### config.mk
export PLATFORM = sky130hd
export DESIGN_NAME = slot_dispatch_port
export DESIGN_NICKNAME = d
export VERILOG_FILES = /design/src/rtl/sds_pkg.sv /design/src/rtl/sds_ctrl_reg.sv /design/src/rtl/sds_issue_sched.sv /design/src/rtl/sds_queue_track.sv /design/src/rtl/slot_dispatch_port.sv
export SDC_FILE = /design/constraint.sdc
export NUM_CORES = 1
export LEC_CHECK = 0
export BUFFER_PORTS_ARGS = -buffer_cell sky130_fd_sc_hd__buf_2
export CAP_MARGIN = 20
export CORE_MARGIN = 8
export CORE_UTILIZATION = 27
export DETAILED_ROUTE_END_ITERATION = 8
export GPL_TIMING_DRIVEN = 1
export HOLD_SLACK_MARGIN = 0.06
export MAX_ROUTING_LAYER = met4
export PLACE_DENSITY = 0.45
export SETUP_SLACK_MARGIN = 0.15
export SLEW_MARGIN = 40
export SYNTH_ARGS = -nofsm -noshare
export SYNTH_HDL_FRONTEND = slang
export SYNTH_SLANG_ARGS = --single-unit
### constraint.sdc
create_clock -name clk -period 4.25 [get_ports clk]
set_input_delay 0.85 -clock clk [delete_from_list [all_inputs] [get_ports clk]]
set_output_delay 0.85 -clock clk [all_outputs]
set_load 0.03 [all_outputs]
### src/rtl/sds_pkg.sv
package sds_pkg;

  typedef enum logic [1:0] {
    SEL_CTRL  = 2'd0,
    SEL_ISSUE = 2'd1,
    SEL_QACT  = 2'd2,
    SEL_QERR  = 2'd3
  } reg_sel_e;

  typedef enum logic [1:0] {
    RESP_DEFER = 2'd0,
    RESP_DONE  = 2'd1,
    RESP_BUSY  = 2'd2,
    RESP_RSVD  = 2'd3
  } disp_resp_e;

  localparam int CTRL_START_BIT = 0;
  localparam int CTRL_FRE_BIT   = 4;
  localparam int CTRL_FRR_BIT   = 14;
  localparam int CTRL_LRUN_BIT  = 15;

  // Control readback: running flags mirror their enables.
  function automatic logic [31:0] ctrl_view(input logic start, input logic fre);
    logic [31:0] v;
    v = '0;
    v[CTRL_START_BIT] = start;
    v[CTRL_FRE_BIT]   = fre;
    v[CTRL_FRR_BIT]   = fre;
    v[CTRL_LRUN_BIT]  = start;
    return v;
  endfunction

endpackage

### src/rtl/sds_ctrl_reg.sv
module sds_ctrl_reg
  import sds_pkg::*;
(
  input  logic        clk,
  input  logic        rst_n,
  input  logic        port_rst,
  input  logic        wr_ctrl,
  input  logic        wr_start,
  input  logic        wr_fre,
  output logic        start,
  output logic        fre,
  output logic        init_req,
  output logic [31:0] ctrl_rd
);

  logic sent_q;
  logic frame_fire;

  assign frame_fire = wr_ctrl && wr_fre && !sent_q && !port_rst;

  always_ff @(posedge clk or negedge rst_n) begin
    if (!rst_n) begin
      start    <= 1'b0;
      fre      <= 1'b0;
      sent_q   <= 1'b0;
      init_req <= 1'b0;
    end else begin
      if (wr_ctrl) begin
        start <= wr_start;
        fre   <= wr_fre;
      end
      init_req <= frame_fire;
      if (port_rst)        sent_q <= 1'b0;
      else if (frame_fire) sent_q <= 1'b1;
    end
  end

  assign ctrl_rd = ctrl_view(start, fre);

endmodule

### src/rtl/sds_issue_sched.sv
module sds_issue_sched
  import sds_pkg::*;
#(
  parameter int SLOTS  = 32,
  parameter int SLOT_W = $clog2(SLOTS)
) (
  input  logic              clk,
  input  logic              rst_n,
  input  logic              port_rst,
  input  logic              start,
  input  logic              eng_busy,
  input  logic              wr_issue,
  input  logic [SLOTS-1:0]  wbits,
  input  logic [1:0]        resp,
  input  logic              q_event,
  output logic [SLOTS-1:0]  issue,
  output logic              disp_valid,
  output logic [SLOT_W-1:0] disp_slot,
  output logic              busy_valid,
  output logic              done_fire,
  output logic              busy_fire,
  output logic              busy_clear
);

  localparam logic [SLOT_W-1:0] LAST_SLOT = SLOT_W'(SLOTS - 1);

  // Lowest set bit at or above base; MSB of result flags a hit.
  function automatic logic [SLOT_W:0] pick_from(input logic [SLOTS-1:0] v,
                                                input logic [SLOT_W-1:0] base);
    logic [SLOT_W:0] r;
    r = '0;
    for (int i = SLOTS - 1; i >= 0; i--) begin
      if (v[i] && (i >= int'(base))) r = {1'b1, SLOT_W'(i)};
    end
    return r;
  endfunction

  function automatic logic [SLOTS-1:0] one_bit(input logic [SLOT_W-1:0] idx);
    logic [SLOTS-1:0] m;
    m = '0;
    m[idx] = 1'b1;
    return m;
  endfunction

  logic [SLOT_W-1:0] scan_q;
  logic [SLOT_W-1:0] busy_idx;
  logic [SLOT_W:0]   pick;
  logic              can_run;
  logic              defer_fire;
  logic [SLOTS-1:0]  clr_vec;

  assign pick       = pick_from(issue, scan_q);
  assign can_run    = start && (|issue) && !eng_busy && !busy_valid;
  assign disp_valid = can_run && pick[SLOT_W];
  assign disp_slot  = pick[SLOT_W-1:0];
  assign done_fire  = disp_valid && (resp == RESP_DONE);
  assign busy_fire  = disp_valid && (resp == RESP_BUSY);
  assign defer_fire = disp_valid && !done_fire && !busy_fire;
  assign busy_clear = busy_valid && !eng_busy;

  always_comb begin
    clr_vec = '0;
    if (done_fire)  clr_vec = one_bit(disp_slot);
    if (busy_clear) clr_vec = one_bit(busy_idx);
  end

  always_ff @(posedge clk or negedge rst_n) begin
    if (!rst_n) begin
      issue      <= '0;
      scan_q     <= '0;
      busy_valid <= 1'b0;
      busy_idx   <= '0;
    end else if (port_rst) begin
      issue      <= '0;
      scan_q     <= '0;
      busy_valid <= 1'b0;
      busy_idx   <= '0;
    end else begin
      issue <= (issue & ~clr_vec) | (wr_issue ? wbits : '0);
      if (busy_fire) begin
        busy_valid <= 1'b1;
        busy_idx   <= disp_slot;
      end else if (busy_clear) begin
        busy_valid <= 1'b0;
      end
      if (done_fire || busy_fire || busy_clear || q_event || !pick[SLOT_W])
        scan_q <= '0;
      else if (defer_fire)
        scan_q <= (disp_slot == LAST_SLOT) ? '0 : disp_slot + 1'b1;
    end
  end

endmodule

### src/rtl/sds_queue_track.sv
module sds_queue_track #(
  parameter int SLOTS  = 32,
  parameter int SLOT_W = $clog2(SLOTS)
) (
  input  logic              clk,
  input  logic              rst_n,
  input  logic              port_rst,
  input  logic              wr_act,
  input  logic              wr_err,
  input  logic              rd_act,
  input  logic [SLOTS-1:0]  wbits,
  input  logic              q_done,
  input  logic [SLOT_W-1:0] q_tag,
  input  logic              q_fail,
  output logic [SLOTS-1:0]  active,
  output logic [SLOTS-1:0]  errs,
  output logic [SLOTS-1:0]  finished,
  output logic [SLOTS-1:0]  act_view
);

  logic [SLOTS-1:0] tag_bit;

  always_comb begin
    tag_bit = '0;
    if (q_done) tag_bit[q_tag] = 1'b1;
  end

  assign act_view = active & ~finished;

  always_ff @(posedge clk or negedge rst_n) begin
    if (!rst_n) begin
      active   <= '0;
      errs     <= '0;
      finished <= '0;
    end else begin
      active   <= ((rd_act ? act_view : active) & ~tag_bit) | (wr_act ? wbits : '0);
      errs     <= (errs & ~(wr_err ? wbits : '0)) | (q_fail ? tag_bit : '0);
      finished <= port_rst ? '0 : ((rd_act ? '0 : finished) | tag_bit);
    end
  end

endmodule

### src/rtl/slot_dispatch_port.sv
module slot_dispatch_port
  import sds_pkg::*;
#(
  parameter int SLOTS  = 32,
  parameter int SLOT_W = $clog2(SLOTS)
) (
  input  logic              clk,
  input  logic              rst_n,
  input  logic              port_rst,
  input  logic              reg_wr,
  input  logic              reg_rd,
  input  logic [1:0]        reg_sel,
  input  logic [31:0]       reg_wdata,
  output logic [31:0]       reg_rdata,
  input  logic              eng_busy,
  output logic              disp_valid,
  output logic [SLOT_W-1:0] disp_slot,
  input  logic [1:0]        disp_resp,
  input  logic              q_done,
  input  logic [SLOT_W-1:0] q_tag,
  input  logic              q_fail,
  output logic [SLOTS-1:0]  q_finished,
  output logic              init_frame_req
);

  logic             wr_ctrl, wr_issue, wr_act, wr_err, rd_act;
  logic             start, fre;
  logic [31:0]      ctrl_rd;
  logic [SLOTS-1:0] issue, active, errs, act_view;
  logic             busy_valid, done_fire, busy_fire, busy_clear;

  assign wr_ctrl  = reg_wr && (reg_sel == SEL_CTRL);
  assign wr_issue = reg_wr && (reg_sel == SEL_ISSUE);
  assign wr_act   = reg_wr && (reg_sel == SEL_QACT);
  assign wr_err   = reg_wr && (reg_sel == SEL_QERR);
  assign rd_act   = reg_rd && (reg_sel == SEL_QACT);

  sds_ctrl_reg u_ctrl (
    .clk(clk), .rst_n(rst_n), .port_rst(port_rst),
    .wr_ctrl(wr_ctrl),
    .wr_start(reg_wdata[CTRL_START_BIT]), .wr_fre(reg_wdata[CTRL_FRE_BIT]),
    .start(start), .fre(fre), .init_req(init_frame_req), .ctrl_rd(ctrl_rd)
  );

  sds_issue_sched #(.SLOTS(SLOTS), .SLOT_W(SLOT_W)) u_sched (
    .clk(clk), .rst_n(rst_n), .port_rst(port_rst),
    .start(start), .eng_busy(eng_busy),
    .wr_issue(wr_issue), .wbits(reg_wdata[SLOTS-1:0]),
    .resp(disp_resp), .q_event(q_done),
    .issue(issue), .disp_valid(disp_valid), .disp_slot(disp_slot),
    .busy_valid(busy_valid), .done_fire(done_fire),
    .busy_fire(busy_fire), .busy_clear(busy_clear)
  );

  sds_queue_track #(.SLOTS(SLOTS), .SLOT_W(SLOT_W)) u_queue (
    .clk(clk), .rst_n(rst_n), .port_rst(port_rst),
    .wr_act(wr_act), .wr_err(wr_err), .rd_act(rd_act),
    .wbits(reg_wdata[SLOTS-1:0]),
    .q_done(q_done), .q_tag(q_tag), .q_fail(q_fail),
    .active(active), .errs(errs), .finished(q_finished), .act_view(act_view)
  );

  always_comb begin
    unique case (reg_sel)
      SEL_CTRL:  reg_rdata = ctrl_rd;
      SEL_ISSUE: reg_rdata = 32'(issue);
      SEL_QACT:  reg_rdata = 32'(act_view);
      default:   reg_rdata = 32'(errs);
    endcase
  end

endmodule

==> results.sh, run 1 <==
export IMPL_run_status="completed"
export IMPL_antenna_left=0
export IMPL_dr_wl_met3_mm=1.494
export IMPL_rsz0062_at_grt="no"
export IMPL_wl_met1_mm=16.61
export IMPL_grt_antenna_before_repair=0
export IMPL_ys_ff_latch=143
export IMPL_yosys_area_share_xor_xnor=0.002065
export IMPL_crit_top_cell="o22ai_1"
export IMPL_clockBufferDepth=2
export IMPL_ctsHoldBuffers=0
export IMPL_layout_common_cells="225 x nand2_1, 138 x dfrtp_1, 118 x buf_2"
export IMPL_yosys_area_share_simple=0.2436
export IMPL_setup_viol=0
export IMPL_drt_pre_antenna_iters=5
export IMPL_grt_pass1_wl_mm=53.57
export IMPL_synth_top_family_by_area="compound AO/OA/AOI/OAI gates"
export IMPL_viasPerCell=5.546
export IMPL_yosys_warnings=0
export IMPL_max_freq_mhz=254.4
export IMPL_synth_area_top_cells="dfrtp_1 42%, nand2_1 10%, a32o_1 7.6%, a21oi_1 3.7%, a22o_1 3.1%"
export IMPL_rrSetupSlack_ns=0.56
export IMPL_final_util=0.3297
export IMPL_reg2reg_depth=15
export IMPL_setup_tns_final_ns=0
export IMPL_cts_inserted_buffers=17
export IMPL_critPathMaxFanout=12
export IMPL_cp_end_kind="output pin"
export IMPL_wire_per_inst_um=23.42
export IMPL_start_util=0.2717
export IMPL_relSlewSlack=0.4643
export IMPL_fin_crit_sh=0.9248
export IMPL_nets=1120
export IMPL_synth_edff_count=0
export IMPL_yosysSeqAreaShare=0.4218
export IMPL_drtIter0Drc=825
export IMPL_n_antenna_cell=0
export IMPL_hpwl_mm=25.32
export IMPL_fp_dieH_um=193.3
export IMPL_clockRootBuffer="clkbuf_16"
export IMPL_grt_pass1_vias=8213
export IMPL_drc=0
export IMPL_synthFlopType="dfrtp_1"
export IMPL_io_buffers=119
export IMPL_cp_required_ns=3.40
export IMPL_syn2layout_area_growth_pct=21.35
export IMPL_io_pins=120
export IMPL_maxCapViolations=0
export IMPL_placement_rows=65
export IMPL_slew_violations=0
export IMPL_drive_above_1_share=0.2141
export IMPL_synthAdderAreaFrac=0.008553
export IMPL_cts_max_level=4
export IMPL_startpoint_type="flip-flop"
export IMPL_syn_area_um2=8484
export IMPL_synthMuxAreaShare=0.01548
export IMPL_cts_tree="yes"
export IMPL_worst_pin_slew_ns=0.8019
export IMPL_period_minus_slack_ns=3.930
export IMPL_die_w_um=193.3
export IMPL_setup_worst_path_class="flip-flop to output pin"
export IMPL_cp_slowest_cell="dfrtp_2"
export IMPL_synth_top_area_frac=0.4218
export IMPL_postSynthAreaPerCell_um2=8.765
export IMPL_synth_nets=1022
export IMPL_core_area_um2=31230
export IMPL_grt_use_total=0.1879
export IMPL_worstSkewPairLatency_ns=0.44
export IMPL_gp_congestion=0.8873
export IMPL_ir_drop_mv=0.2359
export IMPL_dieArea_um2=37350
export IMPL_synth_cells=968
export IMPL_pwr_density_cell_nw_per_um2=406.7
export IMPL_hold_viol_final=0
export IMPL_cp_slowest_stage_delay_ns=0.50
export IMPL_hold_path_class="input pin to asynchronous set/reset pin"
export IMPL_final_common_cell="nand2_1"
export IMPL_yosysTopAreaCell="dfrtp_1"
export IMPL_r2r_start="u_sched.scan_q[1]"
export IMPL_top_layer="met4"
export IMPL_clock_sinks=143
export IMPL_synth_compound_gate_area_share=0.2656
export IMPL_overflow=0
export IMPL_p_leak_uw=0.004359
export IMPL_cp_cell_sequence="buf_4 > nand4_1 > o22ai_1 > o22ai_1 > a21oi_1 > o41ai_2 > o221ai_2 > a221o_1 > inv_1 > buf_2"
export IMPL_skew_ns=0.01250
export IMPL_vias=8213
export IMPL_ys_async_sr_fraction=1.000
export IMPL_arrival_ns=3.08
export IMPL_met2_length_mm=16.20
export IMPL_r2r_end="u_sched.scan_q[3]"
export IMPL_clkSlewWorstSetupHoldPaths_ns=0.06
export IMPL_synth_cell_types=80
export IMPL_grt_start_max_net_pins=102
export IMPL_wl_mm=34.69
worst max path at each step:
stage	cells past startpoint	to	start
floorplan	17	u_sched.scan_q[3]	u_sched.scan_q[4]
global placement	15	u_sched.scan_q[3]	u_sched.scan_q[1]
detailed placement	9	disp_slot[0]	u_sched.scan_q[1]
CTS	9	disp_slot[0]	u_sched.scan_q[1]
global route	10	disp_slot[1]	u_sched.scan_q[0]
finish	10	disp_slot[1]	u_sched.scan_q[0]
cell families after synthesis:
family | after synthesis
compound gates | 291
xor+xnor | 2
fa+ha+maj | 6
buf+inv | 89
flops | 143
mux | 8
simple gates | 429
critical path, delay by kind of cell (launching register included):
kind                   cells  cell delay (ns)
AOI/OAI and AO/OA          6             1.45
and+or+nand+nor            1             0.17
buffers and inverters      3             0.53
DFF                        1             0.50
registers in the layout, indices dropped and copies added, names as in the netlist, 5 cells and up:
name / cells
u_sched.issue: 32
u_sched.busy_idx: 5
u_queue.errs: 32
u_queue.active: 32
u_queue.finished: 32
u_sched.scan_q: 5
final cells by class:
cell class,instances,area (µm²)
fill,3358,20930
multi-input combinational,736,4599
sequential,143,3587
timing repair buffer,154,888.4
tap,402,503.0
clock buffer,22,484.2
clock inverter,10,181.4
inverter,14,52.55
metrics by stage:
step | cell area (µm²) | total power [µW] | setup slack, ns | hold WS [ns] | instances
after floorplan | 8484 | 2122 | 0.7927 | 0.4071 | 968
after CTS | 10220 | 4210 | 0.1428 | 0.4732 | 1476
after global placement | 9517 | 2478 | 0.3296 | 0.4454 | 1443
after detailed placement | 9544 | 2478 | 0.3786 | 0.4600 | 1444
final | 10300 | 4187 | 0.3197 | 0.2734 | 1481
after global routing | 10300 | 4364 | 0.1476 | 0.2772 | 1481
power breakdown:
| group | internal [µW] | switching, µW |
|---|---|---|
| clock network | 1100 | 617 |
| logic | 327 | 582 |
| registers | 1470 | 86.7 |
| total | 2900 | 1290 |
cells in the mapped netlist, types with 4 or more instances:
| master | count |
|---|---|
| buf_1 | 8 |
| a32o_1 | 64 |
| or2_2 | 5 |
| nor2_1 | 40 |
| nor3_1 | 9 |
| and3_1 | 10 |
| a22o_1 | 30 |
| nor3b_1 | 8 |
| o41ai_2 | 4 |
| and2_1 | 4 |
| nand3_1 | 12 |
| nand3_2 | 4 |
| o22ai_1 | 5 |
| nand3b_1 | 11 |
| inv_1 | 12 |
| o221ai_1 | 26 |
| mux4_2 | 4 |
| a311oi_1 | 5 |
| ha_1 | 5 |
| a21boi_0 | 4 |
| a21oi_1 | 62 |
| o21ai_0 | 43 |
| dfrtp_1 | 143 |
| nand2_1 | 225 |
| nor4_1 | 10 |
| clkbuf_1 | 58 |
| nand4_1 | 6 |
| nand2b_1 | 41 |
| nor2b_1 | 29 |
| buf_4 | 5 |
repair_timing:
item / 4_1_cts / 5_1_grt
resized for setup: 4 / 6
setup endpoints to repair: 3 / 3
buffers inserted: 0 / 4
pin swaps: 0 / 1
per-layer routing:
metal  up-vias  GRT usage
li1       3765          -
met1      4143     0.2573
met2       277     0.2906
met3        28    0.02603
met4         0    0.04475
met5         -          -
No activity file was read; power rests on OpenSTA's default activity.
==> run 2: changes to the inputs <==
- ABC_AREA: not set -> 1
==> run 2 against run 1 <==
Against the previous run:
- global-route usage increased by 0.43 points
- hold slack gained 0.16 ns
- die area down 6.3%
- largest power group is now sequential cells
==> results.sh, run 2 <==
export IMPL_wl_mm=33.16
export IMPL_vias=8125
export IMPL_drtIter0Drc=539
export IMPL_synth_nets=1122
export IMPL_fin_crit_sh=0.9391
export IMPL_viasPerCell=5.078
export IMPL_arrival_ns=3.14
export IMPL_setup_tns_final_ns=0
export IMPL_start_util=0.2745
export IMPL_cp_slowest_cell="dfrtp_2"
export IMPL_setup_viol=0
export IMPL_relSlewSlack=0.4271
export IMPL_antenna_left=0
export IMPL_clkSlewWorstSetupHoldPaths_ns=0.07
export IMPL_synth_cell_types=30
export IMPL_yosysTopAreaCell="dfrtp_1"
export IMPL_skew_ns=0.007424
export IMPL_maxCapViolations=0
export IMPL_netlist_top_cells_count="196 x nand2_1, 185 x inv_1, 143 x dfrtp_1"
export IMPL_syn_area_um2=7901
export IMPL_syn2layout_area_growth_pct=23.36
export IMPL_cp_end_kind="output pin"
export IMPL_setup_worst_path_class="flip-flop to output pin"
export IMPL_worst_pin_slew_ns=0.8564
export IMPL_whs_ns=0.4292
export IMPL_critical_path_top_delay_family="simple AND/OR/NAND/NOR gates"
export IMPL_critPathBufInv=5
export IMPL_worstSkewPairLatency_ns=0.43
export IMPL_core_area_um2=28780
export IMPL_cts_inserted_buffers=17
export IMPL_fp_dieH_um=187.1
export IMPL_hpwl_mm=24.57
export IMPL_grt_use_total=0.1922
export IMPL_rsz0062_at_grt="yes"
export IMPL_drt_pre_antenna_iters=7
export IMPL_cp_slowest_stage_delay_ns=0.47
export IMPL_nets=1256
export IMPL_instances_no_fill=1600
export IMPL_place_inst=1554
export IMPL_drive_above_1_share=0.1885
export IMPL_final_common_cell="nand2_1"
export IMPL_slew_violations=0
export IMPL_io_pins=120
export IMPL_drc=0
export IMPL_grt_start_max_net_pins=91
export IMPL_cts_tree="yes"
export IMPL_placement_rows=62
export IMPL_overflow=0
export IMPL_wire_per_inst_um=20.72
export IMPL_postSynthAreaPerCell_um2=7.398
export IMPL_synthFlopType="dfrtp_1"
export IMPL_clock_sinks=143
export IMPL_p_leak_uw=0.004415
export IMPL_clockRootBuffer="clkbuf_16"
export IMPL_layout_common_cells="191 x nand2_1, 184 x inv_1, 138 x dfrtp_1"
export IMPL_ctsHoldBuffers=0
export IMPL_gp_congestion=0.9291
export IMPL_yosysMostFrequentCell="nand2_1"
export IMPL_period_minus_slack_ns=3.991
export IMPL_hold_path_class="input pin to asynchronous set/reset pin"
export IMPL_ir_drop_mv=0.2239
export IMPL_dieArea_um2=34990
export IMPL_synth_edff_count=0
export IMPL_r2r_start="u_sched.scan_q[1]"
export IMPL_synth_top_area_frac=0.4529
export IMPL_cts_max_level=4
export IMPL_crit_top_cell="nand2_1"
export IMPL_clockBufferDepth=2
export IMPL_grt_pass1_wl_mm=50.94
export IMPL_yosysSeqAreaShare=0.4529
export IMPL_synth_area_top_cells="dfrtp_1 45%, nand2_1 9.3%, inv_1 8.8%, o21ai_0 6.3%, a21oi_1 4.6%"
export IMPL_crit_start="u_sched.scan_q[1]"
export IMPL_grt_pass1_vias=8168
export IMPL_critPathMaxFanout=6
export IMPL_die_w_um=187.1
export IMPL_hold_viol_final=0
export IMPL_io_buffers=119
export IMPL_run_status="completed"
export IMPL_ys_ff_latch=143
export IMPL_grt_antenna_before_repair=0
export IMPL_cp_required_ns=3.40
export IMPL_pwr_density_cell_nw_per_um2=392.8
export IMPL_startpoint_type="flip-flop"
export IMPL_synth_cells=1068
export IMPL_max_freq_mhz=250.6
export IMPL_yosys_warnings=0
export IMPL_ys_async_sr_fraction=1.000
==> run 2: cell families (layout without fill, tap and decap cells) <==
logic type	after synthesis	in the layout	share of synthesized area
simple gates	384	384	0.2054
compound gates	289	289	0.2150
buf+inv	246	393	0.1177
flops	143	143	0.4529
fa+ha+maj	5	5	0.007918
xor+xnor	1	1	0.001109
other cells	0	1	0
==> run 2: layout make-up <==
class / count / area, µm²
diodes: 1 / 2.502
clock buffers: 18 / 439.2
clock inverters: 14 / 140.1
fillers: 3158 / 19030
inverters: 209 / 787.0
multi-input cells: 679 / 3450
flip-flops and latches: 143 / 3585
well taps: 384 / 480.5
repair buffers: 152 / 863.3
==> run 2: per-stage QoR <==
stage / setup slack, ns / total power (µW) / utilization / cell area (µm²)
after global placement: 0.3311 / 2332 / 0.3127 / 8999
after floorplan: 0.7390 / 2014 / - / 7901
after CTS: 0.1556 / 3835 / 0.3352 / 9647
after detailed placement: 0.3434 / 2329 / 0.3129 / 9006
after global routing: -0.08389 / 4006 / 0.3386 / 9744
final: 0.2590 / 3829 / 0.3387 / 9747
==> run 2: final timing paths <==
path	depth (start not counted)	slack, ns	end
min in group clk	1	0.43	u_ctrl.init_req
max reg2reg	40	0.53	u_sched.issue[8]
max in group asynchronous	2	2.99	u_sched.scan_q[3]
min	1	0.43	u_ctrl.sent_q
max	36	0.26	disp_slot[0]
min reg2reg	1	0.43	u_ctrl.init_req
==> run 2: what timing repair did <==
action	CTS	global route
hold endpoints to repair	0	0
endpoints found under the setup margin	2	7
setup buffers	6	7
resized for setup	8	13
pin swaps	0	8
==> run 2: power by group <==
group	internal [µW]	leakage, µW	total (µW)	switching, µW
clock	795	0.000279	1500	701
sequential	1470	0.00185	1530	61.0
combinational	239	0.00228	803	564
==> run 2: worst register-to-register path, delay by kind of cell, from the launching register on <==
kind	cells	cell delay, ns
DFF	1	0.45
AOI/OAI and AO/OA	2	0.55
buffers and inverters	6	0.57
and+or+nand+nor	31	1.89
adders and majority gates	1	0.14
==> run 2: metal layers <==
layer / GRT usage / routed length (µm) / share of wire
met1: 0.2619 / 15850 / 0.48
met2: 0.2913 / 15090 / 0.45
met3: 0.03281 / 1651 / 0.050
met4: 0.05040 / 565 / 0.017
met5: - / 0 / 0
